$ cat src/rtl/cq_pkg.sv
package cq_pkg;
  localparam int FREE_W   = 12;
  localparam int BIT_FBB  = 24;
  localparam int BIT_RPB  = 25;
  localparam int BIT_RDE  = 30;
  localparam int BIT_OVF  = 31;

  // Free entries from total depth and current occupancy.
  function automatic logic [FREE_W-1:0] cq_free(input int depth, input int used);
    return FREE_W'(depth - used);
  endfunction

  // Assemble the status word; unlisted bits are zero.
  function automatic logic [31:0] cq_pack(input logic [FREE_W-1:0] free_n,
                                          input logic fbb, input logic rpb,
                                          input logic rde, input logic ovf);
    logic [31:0] w;
    w = '0;
    w[FREE_W-1:0] = free_n;
    w[BIT_FBB] = fbb;
    w[BIT_RPB] = rpb;
    w[BIT_RDE] = rde;
    w[BIT_OVF] = ovf;
    return w;
  endfunction
endpackage

$ cat src/rtl/cq_storage.sv
module cq_storage #(
  parameter int DEPTH  = 16,
  parameter int DATA_W = 32
) (
  input  logic              clk,
  input  logic              rst_n,
  input  logic              push_req,
  input  logic [DATA_W-1:0] push_data,
  input  logic              pop_req,
  output logic              head_valid,
  output logic [DATA_W-1:0] head_data,
  output logic [$clog2(DEPTH+1)-1:0] used,
  output logic              push_drop
);
  localparam int AW = (DEPTH > 1) ? $clog2(DEPTH) : 1;
  localparam int CW = $clog2(DEPTH+1);

  logic [DATA_W-1:0] mem [DEPTH];
  logic [AW-1:0] wp, rp;
  logic [CW-1:0] cnt;
  logic full, push_acc, pop_acc;

  assign full      = (cnt == CW'(DEPTH));
  assign push_acc  = push_req && !full;
  assign push_drop = push_req && full;
  assign pop_acc   = pop_req && (cnt != '0);

  function automatic logic [AW-1:0] wrap_inc(input logic [AW-1:0] p);
    return (p == AW'(DEPTH-1)) ? '0 : p + 1'b1;
  endfunction

  always_ff @(posedge clk) begin
    if (!rst_n) begin
      wp  <= '0;
      rp  <= '0;
      cnt <= '0;
    end else begin
      if (push_acc) wp <= wrap_inc(wp);
      if (pop_acc)  rp <= wrap_inc(rp);
      case ({push_acc, pop_acc})
        2'b10:   cnt <= cnt + 1'b1;
        2'b01:   cnt <= cnt - 1'b1;
        default: cnt <= cnt;
      endcase
    end
  end

  always_ff @(posedge clk) begin
    if (push_acc) mem[wp] <= push_data;
  end

  assign head_valid = (cnt != '0);
  assign head_data  = mem[rp];
  assign used       = cnt;

  assert_count_bound_R2: assert property (@(posedge clk) disable iff (!rst_n)
    cnt <= CW'(DEPTH));
  assert_pushpop_hold_R3: assert property (@(posedge clk) disable iff (!rst_n)
    (push_acc && pop_acc) |=> $stable(cnt));
  assert_drop_full_R4: assert property (@(posedge clk) disable iff (!rst_n)
    (push_drop && !pop_req) |=> (cnt == CW'(DEPTH)));
endmodule

$ cat src/rtl/cq_status.sv
module cq_status (
  input  logic clk,
  input  logic rst_n,
  input  logic set_ovf,
  input  logic set_rde,
  input  logic wr_en,
  input  logic clr_ovf_bit,
  input  logic clr_rde_bit,
  output logic ovf_flag,
  output logic rde_flag
);
  logic clr_ovf, clr_rde;
  assign clr_ovf = wr_en && clr_ovf_bit;
  assign clr_rde = wr_en && clr_rde_bit;

  always_ff @(posedge clk) begin
    if (!rst_n) begin
      ovf_flag <= 1'b0;
      rde_flag <= 1'b0;
    end else begin
      if (set_ovf)      ovf_flag <= 1'b1;
      else if (clr_ovf) ovf_flag <= 1'b0;
      if (set_rde)      rde_flag <= 1'b1;
      else if (clr_rde) rde_flag <= 1'b0;
    end
  end

  assert_ovf_set_R4: assert property (@(posedge clk) disable iff (!rst_n)
    set_ovf |=> ovf_flag);
  assert_rde_set_R7: assert property (@(posedge clk) disable iff (!rst_n)
    set_rde |=> rde_flag);
  assert_ovf_sticky_R8: assert property (@(posedge clk) disable iff (!rst_n)
    (ovf_flag && !clr_ovf) |=> ovf_flag);
  assert_rde_clear_R8: assert property (@(posedge clk) disable iff (!rst_n)
    (clr_rde && !set_rde) |=> !rde_flag);
endmodule

$ cat src/rtl/cmd_queue_csr.sv
module cmd_queue_csr #(
  parameter int DEPTH  = 16,
  parameter int DATA_W = 32
) (
  input  logic              clk,
  input  logic              rst_n,
  input  logic              cmd_wr,
  input  logic [DATA_W-1:0] cmd_wdata,
  input  logic              csr_wr,
  input  logic [31:0]       csr_wdata,
  output logic [31:0]       csr_rdata,
  input  logic              rd_fault,
  input  logic              raster_active,
  input  logic              fb_active,
  output logic              eng_valid,
  output logic [DATA_W-1:0] eng_data,
  input  logic              eng_ready
);
  import cq_pkg::*;
  localparam int CW = $clog2(DEPTH+1);

  logic [CW-1:0] used;
  logic push_drop, ovf_flag, rde_flag, fb_busy, rp_busy;

  cq_storage #(.DEPTH(DEPTH), .DATA_W(DATA_W)) u_store (
    .clk(clk), .rst_n(rst_n),
    .push_req(cmd_wr), .push_data(cmd_wdata),
    .pop_req(eng_ready),
    .head_valid(eng_valid), .head_data(eng_data),
    .used(used), .push_drop(push_drop)
  );

  cq_status u_stat (
    .clk(clk), .rst_n(rst_n),
    .set_ovf(push_drop), .set_rde(rd_fault),
    .wr_en(csr_wr),
    .clr_ovf_bit(csr_wdata[BIT_OVF]), .clr_rde_bit(csr_wdata[BIT_RDE]),
    .ovf_flag(ovf_flag), .rde_flag(rde_flag)
  );

  assign fb_busy = eng_valid || fb_active;
  assign rp_busy = eng_valid || raster_active;
  assign csr_rdata = cq_pack(cq_free(DEPTH, int'(used)), fb_busy, rp_busy,
                             rde_flag, ovf_flag);

  assert_busy_queue_R6: assert property (@(posedge clk) disable iff (!rst_n)
    eng_valid |-> (csr_rdata[BIT_FBB] && csr_rdata[BIT_RPB]));
  assert_zero_bits_R9: assert property (@(posedge clk) disable iff (!rst_n)
    (csr_rdata[23:12] == '0) && (csr_rdata[29:26] == '0));
  assert_valid_free_R5: assert property (@(posedge clk) disable iff (!rst_n)
    eng_valid == (csr_rdata[FREE_W-1:0] != FREE_W'(DEPTH)));
endmodule

$ cat config.mk
export PLATFORM = sky130hd
export DESIGN_NAME = cmd_queue_csr
export DESIGN_NICKNAME = d
export VERILOG_FILES = /design/src/rtl/cq_pkg.sv /design/src/rtl/cq_storage.sv /design/src/rtl/cq_status.sv /design/src/rtl/cmd_queue_csr.sv
export SDC_FILE = /design/constraint.sdc
export NUM_CORES = 1
export LEC_CHECK = 0
export BUFFER_PORTS_ARGS = -buffer_cell sky130_fd_sc_hd__buf_2
export CAP_MARGIN = 20
export CORE_ASPECT_RATIO = 1.75
export CORE_MARGIN = 4
export CORE_UTILIZATION = 57
export DETAILED_ROUTE_END_ITERATION = 10
export GPL_TIMING_DRIVEN = 0
export PLACE_DENSITY = 0.83
export SLEW_MARGIN = 20
export SYNTH_ARGS = -nofsm -noshare
export SYNTH_HDL_FRONTEND = slang
export SYNTH_SLANG_ARGS = --single-unit
$ cat constraint.sdc
create_clock -name clk -period 6.2 [get_ports clk]
set_clock_uncertainty 0.05 [all_clocks]
set_input_delay 0.31 -clock clk [delete_from_list [all_inputs] [get_ports clk]]
set_output_delay 0.31 -clock clk [all_outputs]
set_load 0.1 [all_outputs]
==> results of run 1 <==
power by group through the flow:
stage               clock network [uW]  registers (uW)  logic, uW
global route                      3140            4040       2940
global placement                     0            4110       2730
detailed placement                   0            4110       2790
floorplan                            0            4100       2260
CTS                               2970            4030       2830
finish                            2950            4030       2810
sequential cells by signal, summed over array words and instances (netlist names), named ones only:
name	flops
u_store.mem	512
u_stat.ovf_flag	1
u_store.wp	4
u_stat.rde_flag	1
u_store.rp	4
u_store.used	5
through the flow:
step,TNS (ps),hold slack [ps]
after floorplan,0,358.9
after global placement,-111240,416.2
after detailed placement,0,429.5
after CTS,0,7.263
after global routing,0,56.60
final,0,21.74
cells in the mapped netlist (all sizes together), types with 2 or more instances:
cell	n	share of area [%]
clkinv	2	0.037
xor2	4	0.17
a2111oi	2	0.085
inv	11	0.20
o21ai	2	0.049
nor3	6	0.15
mux2i	3	0.15
ha	10	0.61
edfxtp	512	75
nor2	23	0.42
xnor2	2	0.085
mux4	160	18
nor2b	2	0.061
dfxtp	19	1.9
buf	51	1.8
a311oi	2	0.085
a21oi	14	0.34
nand2	19	0.35
clkbuf	19	0.35
nand4	2	0.061
nand2b	5	0.15
area by class of cell:
cell class / instances / area, sq um / share of cell area [%]
antenna: 2 / 5.005 / 0.02098
clock inverter: 28 / 330.3 / 1.385
clock buffer: 55 / 1206 / 5.057
multi-input combinational: 285 / 4461 / 18.70
buffer: 70 / 442.9 / 1.857
tap: 465 / 581.8 / 2.439
inverter: 13 / 48.80 / 0.2046
timing repair buffer: 130 / 1020 / 4.276
sequential: 531 / 15760 / 66.06
routing by layer:
layer	GRT usage [%]	vias to the layer above
met5	0	-
met4	9.495	2
met3	4.384	125
met2	43.80	678
met1	33.80	5243
li1	-	4071
worst min-delay path, stage by stage:
cell and delay, ps:
buf_2 90, nand2_1 60, a21oi_1 60, nor2_1 70
cells by family after synthesis:
| logic type | Yosys count |
|---|---|
| and+or+nand+nor | 62 |
| AOI/OAI and AO/OA | 28 |
| DFF | 531 |
| other | 1 |
| buffers and inverters | 83 |
| adders and majority gates | 10 |
| muxes | 163 |
| xor gates and xnor gates | 6 |
worst paths after layout:
check,startpoint,to,slack [ps],cells after the start
max,u_store.used[1],u_store.used[4],2290,14
min,csr_wdata[30],u_stat.rde_flag,20,4
max reg2reg,u_store.used[1],u_store.used[4],2290,14
min reg2reg,u_store.used[4],u_store.used[4],430,2
==> flow_summary.toml, run 1 <==
[cts]
cts_hold_buf = 4
cts-root-buf = "clkbuf_16"
clkSinkCount = 531
htree_levels = 2
post_cts_resized = 0
cts_buffers = 45
cts_tree = "built"
clkTransAtPathRegs_ps = 70
post_cts_buffers = 0
clock_path_buffers = 3
clock_latency_ps = 560

[route]
highest_layer = "met5"
wl_per_cell_microns = 30.67
routedLengthMet1_microns = 17000
drt-initial-drc-count = 1308
drc = 0
wl_met2_microns = 25770
wl_microns = 48430
dr_wl_met3_microns = 3809
ant_nets = 0
vias_per_cell = 6.408
vias = 10120
firstDrtPassIters = 5

[pwr]
pwr-share-clk_pct = 30.1
switching_share_pct = 32.80
p_sw_uw = 3211
internal_power_uw = 6580
ir_drop_mv = 0.8044
combPwrFrac_pct = 28.7
p_leak_uw = 0.007635
seqPwrFrac_pct = 41.2
total_power_uw = 9791
power.density_nw_per_um2 = 410.5

[yosys]
yosys_warnings = 0
seq_area_frac_synth_pct = 76.71
syn_avg_cell_area_sq_um = 23.23
synth.ff_latch_count = 531
synth_top_family_by_area = "multiplexers"
synth-async-reset-ratio_pct = 0
yosys.area_share.simple_pct = 1.352
synth.cell_area_sq_um = 20540
synth-compound-area-share_pct = 0.8894
synthCells = 884
muxShareOfSynthArea_pct = 17.78
synth_fa_ha_area_share_pct = 0.6092
synth_edf_count = 512
synth_xor_area_share_pct = 0.2559
synth_flop_cell = "edfxtp_1"
synth_cell_type_count = 41

[finish]
num-nets-final = 1158
utilization_pct = 67.35
fillCellCount = 2049
drive_above_1_share_pct = 37.23
final_cells = 1579
final_cell_mix = "edfxtp_1, mux4_2, buf_2"
area_delta_synth_final_pct = 16.13
final_common_cell = "edfxtp_1"
post-route-cell-area_sq_um = 23850

[floorplan]
die_height_microns = 259.1
pin_count = 137
rows = 91
fp.coreArea_sq_um = 35410
initial_core_util_pct = 58.00
die_area_sq_um = 39250
dieWidth_microns = 151.5

[grt]
antenna_found_initial = 2
grt_pass1_wl_microns = 72090
first_global_vias = 10770
grt_overflow_total = 0
grtUsageTotal_pct = 25.79
grt_max_degree = 20

[place]
dp_hpwl_microns = 27960
io_buffers = 90
place_area_sq_um = 22270
gp_congestion = 0.7544
place_ws_ps = 2344
dp.cells = 1490

[setup_path]
cp.required_ps = 6650
cp_top_family = "adder cells"
path_common_cell = "ha_1"
cp_max_fo = 9
crit_chain = "clkbuf_1 > inv_1 > ha_1 > and3_1 > ha_1 > nand2b_1 > clkinv_1 > ha_1 > clkbuf_1 > xor2_1 > ha_1 > a21o_1 > a2111oi_0 > mux2i_1"
slowest_stage = "a2111oi_0"
path_class = "register to register"
critPathBufInv = 4
max_stage_delay_ps = 690
cp.arrival_ps = 4350
start_kind = "register"
setup.worst_path.end_class = "register"

[sta]
slew_headroom_pct = 30.74
rsz0062_at_grt = "no"
layout_min_cycle_time_ps = 3910
finalMaxSlewViolations = 0
worst_slew_pin_slew_ps = 1039
setup_viol = 0
hold_viol_final = 0
final.setup.worst_slack_ps = 2290
fmax_ghz = 0.2558
fin_crit_sh_pct = 63.06

[job]
maxCapViolations = 0

[min_path]
min_path_type = "input port to register"

[outcome]
outcome = "finished, final reports clean"
(Power assumes the default switching activity.)
==> run 2: changes to the inputs <==
==> constraint.sdc (replaced) <==
create_clock -name clk -period 3.8 [get_ports clk]
set_clock_uncertainty 0.05 [all_clocks]
set_input_delay 0.19 -clock clk [delete_from_list [all_inputs] [get_ports clk]]
set_output_delay 0.19 -clock clk [all_outputs]
set_load 0.1 [all_outputs]
==> flow_summary.toml, run 2 (synthesized netlist as in run 1, its figures left out) <==
[finish]
num-nets-final = 1189
area_delta_synth_final_pct = 17.75
final_common_cell = "edfxtp_1"
final_cell_mix = "edfxtp_1, mux4_2, buf_2"
multi_input_area_sq_um = 4492
fillCellCount = 1990
antenna_cells = 0
largest-register = "u_store.mem"
seq_area_sq_um = 15760
largest_reg_flops = 512
drive_above_1_share_pct = 35.59

[grt]
antenna_found_initial = 0
grtUsageTotal_pct = 25.95
first_global_vias = 10800
grt_overflow_total = 0
grt_max_degree = 19
grt_pass1_wl_microns = 72380

[cts]
clock_path_buffers = 3
post_cts_buffers = 0
htree_levels = 2
clkSinkCount = 531
clkTransAtPathRegs_ps = 60
cts-root-buf = "clkbuf_16"
cts_buffers = 44
cts_tree = "built"
clock_latency_ps = 550

[setup_path]
cp.required_ps = 3560
cp.arrival_ps = 3530
r2r_slack_ps = 290
start_kind = "register"
setup.worst_path.end_class = "output pin"
cp_max_fo = 10
path_class = "register to output pin"

[floorplan]
pin_count = 137
rows = 91
dieWidth_microns = 151.5
die_area_sq_um = 39250
fp.coreArea_sq_um = 35410
initial_core_util_pct = 58.00
die_height_microns = 259.1

[place]
gp_congestion = 0.7579
io_buffers = 90
dp_hpwl_microns = 29640

[route]
vias_per_cell = 6.466
wl_per_cell_microns = 30.56
vias = 10370
drc = 0
firstDrtPassIters = 4
wl_microns = 48990
drt-initial-drc-count = 1392
ant_nets = 0

[pwr]
total_power_uw = 15440
p_leak_uw = 0.007719
power.density_nw_per_um2 = 638.3
ir_drop_mv = 1.350

[sta]
rsz0062_at_grt = "no"
hold_viol_final = 0
slew_headroom_pct = 39.04
setup_viol = 0
fin_crit_sh_pct = 99.12
worst_slew_pin_slew_ps = 914.4
fin_setup_tns_ps = 0
layout_min_cycle_time_ps = 3767
fmax_ghz = 0.2655
finalMaxSlewViolations = 0

[outcome]
outcome = "finished, final reports clean"

[min_path]
min_path_type = "input port to register"

[job]
maxCapViolations = 0
run 2: cell type report:
cell class,count,area share [%]
Timing Repair Buffer,163,6.534
Clock inverter,19,0.4604
Buffer,69,1.816
Inverter,13,0.2018
Multi-Input combinational cell,285,18.57
Sequential cell,531,65.15
Tap cell,465,2.406
Clock buffer,58,4.858
run 2: power breakdown:
part	internal (uW)	switching, uW	total (uW)
registers	6530	72.8	6600
clock network	2240	1970	4210
logic	1490	3140	4620
total	10300	5180	15400
run 2: layer usage:
layer,wire length (microns),vias to the layer above,global-route usage [%],share of wire (%)
li1,-,4133,-,-
met3,3848,135,4.297,7.9
met1,17000,5398,34.41,35
met4,2142,0,9.920,4.4
met2,25990,699,43.59,53
met5,0,-,0,0
run 2: final timing paths:
kind,from,endpoint,cells after the start
setup / recovery,register,eng_data[28],5
hold / removal,eng_ready,u_store.rp[1],4
setup reg to reg,u_store.used[2],u_store.used[4],13
hold reg to reg,u_store.used[4],u_store.used[4],2
run 2: metrics by stage:
| stage | hold WS (ps) | instances | instance area [sq um] | setup WS [ps] | util [%] |
|---|---|---|---|---|---|
| floorplan | 238.9 | 899 | 20610 | 344.1 | - |
| global placement | 360.8 | 1454 | 21650 | -1371 | 61.13 |
| detailed placement | 392.1 | 1490 | 22520 | 44.50 | 63.60 |
| CTS | 39.37 | 1604 | 24180 | 12.41 | 68.28 |
| global route | 117.2 | 1603 | 24180 | 2.375 | 68.30 |
| finish | 66.61 | 1603 | 24180 | 33.48 | 68.30 |
run 2: what timing repair did:
item	in CTS	in global routing
hold buffers	37	0
resized for setup	0	6
endpoints found under the setup margin	0	3
endpoints found under the hold margin	523	0
run 2: critical path: stages (launching register included):
cell	delay, ps
dfxtp_1	370
clkbuf_1	570
clkbuf_1	710
mux4_2	470
mux4_2	530
buf_2	320
==> run 3: changes to the inputs <==
--- a/config.mk
+++ b/config.mk
@@ -8,7 +8,7 @@
 export BUFFER_PORTS_ARGS = -buffer_cell sky130_fd_sc_hd__buf_2
 export CAP_MARGIN = 20
 export CORE_ASPECT_RATIO = 1.75
-export CORE_MARGIN = 4
+export CORE_MARGIN = 10
 export CORE_UTILIZATION = 57
 export DETAILED_ROUTE_END_ITERATION = 10
 export GPL_TIMING_DRIVEN = 0
@@ -16,4 +16,5 @@
 export SLEW_MARGIN = 20
 export SYNTH_ARGS = -nofsm -noshare
 export SYNTH_HDL_FRONTEND = slang
+export SYNTH_HIERARCHICAL = 1
 export SYNTH_SLANG_ARGS = --single-unit
==> constraint.sdc (replaced) <==
create_clock -name clk -period 3.8 [get_ports clk]
set_clock_uncertainty 0.05 [all_clocks]
set_input_delay 0.38 -clock clk [delete_from_list [all_inputs] [get_ports clk]]
set_output_delay 0.38 -clock clk [all_outputs]
set_load 0.1 [all_outputs]
==> flow_summary.toml, run 3 <==
[outcome]
outcome = "finished, final reports clean"

[setup_path]
critPathBufInv = 3
slowest_stage = "clkbuf_1"
start_kind = "register"
path_class = "register to output pin"
max_stage_delay_ps = 680
cp_top_family = "buffers and inverters"
setup.worst_path.end_class = "output pin"
cp.required_ps = 3370
crit_chain = "clkbuf_1 > clkbuf_1 > mux4_2 > a22oi_1 > nand2_1 > buf_2"
cp.arrival_ps = 3320
path_common_cell = "clkbuf_1"
cp_max_fo = 10

[sta]
final.setup.worst_slack_ps = 54.25
layout_min_cycle_time_ps = 3746
fmax_ghz = 0.2670
finalMaxSlewViolations = 0
worst_slew_pin_slew_ps = 874.0
worst_hold_slack_ps = 147.5
hold_viol_final = 0
slew_headroom_pct = 41.73
rsz0062_at_grt = "no"
setup_viol = 0
fin_crit_sh_pct = 98.57

[yosys]
yosys_warnings = 6
synth.most_common_cell = "edfxtp_1"
synth.cell_area_sq_um = 20530
synth_top_area_share_pct = 74.90
seq_area_frac_synth_pct = 76.76
synth-async-reset-ratio_pct = 0
synth_top_family_by_area = "multiplexers"
synth_edf_count = 512
synth.ff_latch_count = 531
synth-compound-area-share_pct = 3.334
synth_flop_cell = "edfxtp_1"
yosys.area_share.simple_pct = 2.432
muxShareOfSynthArea_pct = 14.24
synth_cell_type_count = 51
synthCells = 957
synth_fa_ha_area_share_pct = 0.6096
synth_commonest_cells = "edfxtp_1, mux4_2, a22oi_1"
synth_top_cell_by_area = "edfxtp_1"
synth_xor_area_share_pct = 0.3414
ys_top_cells_by_area = "edfxtp_1, mux4_2, a22oi_1, dfxtp_1, buf_4"
syn_avg_cell_area_sq_um = 21.45

[route]
wl_per_cell_microns = 29.85
firstDrtPassIters = 6
drt-initial-drc-count = 1293
wl_microns = 48830
ant_nets = 0
drc = 0
vias_per_cell = 6.549
vias = 10710

[place]
dp_hpwl_microns = 30480
place_ws_ps = 519.6
dp.cells = 1555
io_buffers = 90
gp_congestion = 0.7748

[pwr]
ir_drop_mv = 1.256
power.density_nw_per_um2 = 678.6
p_leak_uw = 0.007685
total_power_uw = 16080

[floorplan]
die_height_microns = 271.0
fp.coreArea_sq_um = 35410
dieWidth_microns = 163.5
rows = 91
die_area_sq_um = 44300
initial_core_util_pct = 57.97
pin_count = 137

[cts]
clock_path_buffers = 3
clkTransAtPathRegs_ps = 70
cts-root-buf = "clkbuf_16"
cts_buffers = 43
clock_latency_ps = 550
cts_tree = "built"
clkSinkCount = 531
htree_levels = 2

[grt]
grt-busiest-layer = "met2"
met1_usage_pct = 26.32
antenna_found_initial = 2
grt_max_degree = 21
grt_pass1_wl_microns = 72880
grt_overflow_total = 0
use_met2_pct = 38.37
grt_use_met3_pct = 4.136
grtUsageTotal_pct = 22.29
first_global_vias = 11300

[job]
maxCapViolations = 0

[finish]
largest-register = "u_store/mem"
num-nets-final = 1221
utilization_pct = 66.91
area_delta_synth_final_pct = 15.43
drive_above_1_share_pct = 32.59
final_cell_mix = "edfxtp_1, mux4_2, buf_2"
fillCellCount = 2090
largest_reg_flops = 512
final_common_cell = "edfxtp_1"
final_cells = 1636

[min_path]
min_path_type = "input port to register"
run 3: kinds of logic (layout without fill, tap and decap cells):
kind of cell | Yosys count | in the layout
adder cells (fa/ha/maj) | 10 | 10
flip-flops | 531 | 531
AND/OR/NAND/NOR | 99 | 99
other | 1 | 18
AO/OA/AOI/OAI | 89 | 89
XOR/XNOR | 8 | 8
buffers and inverters | 87 | 284
multiplexers | 132 | 132
run 3: power breakdown:
group          total [uW]  switching [uW]  internal, uW
clock                4250            1960          2290
combinational        5090            3640          1450
sequential           6730             106          6630
total               16100            5710         10400
run 3: path summary, 6_finish.rpt:
| path | cells after the start | slack, ps | endpoint | start |
|---|---|---|---|---|
| hold / removal | 1 | 150 | u_store/mem[12][13] | cmd_wdata[13] |
| setup / recovery | 6 | 50 | eng_data[26] | register |
| setup reg to reg | 11 | 460 | u_store/used[4] | u_store/used[2] |
| hold reg to reg | 2 | 530 | u_store/rp[3] | u_store/rp[3] |
run 3: layout make-up:
class                           instances  area (sq um)  share of cell area [%]
Antenna cell                            2         5.005                 0.02112
Buffer                                 77         432.9                   1.827
Clock buffer                           52          1141                   4.816
Clock inverter                         23         178.9                  0.7552
Inverter                               10         37.54                  0.1584
Multi-Input combinational cell        354          4497                   18.98
Sequential cell                       531         15760                   66.50
Tap cell                              465         581.8                   2.456
Timing Repair Buffer                  122          1064                   4.489
run 3: timing repair:
action | 4_1_cts | 5_1_grt
hold buffers | 4 | 0
buffers inserted | 0 | 0
resized for setup | 2 | 4
setup endpoints to repair | 7 | 3
pin swaps | 0 | 0
endpoints found under the hold margin | 2 | 0
run 3: layer usage:
metal / part of all wire (%) / wire length, microns / vias up
li1: - / - / 4313
met1: 33 / 16280 / 5541
met2: 53 / 26010 / 701
met3: 8.5 / 4148 / 159
met4: 4.9 / 2383 / 0
met5: 0 / 0 / -
run 3: per-stage QoR:
stage	TNS, ps	area, sq um
6_report	0	23690
3_5_place_dp	0	22320
3_3_place_gp	-284450	21630
2_1_floorplan	0	20600
4_1_cts	0	23690
5_1_grt	0	23690
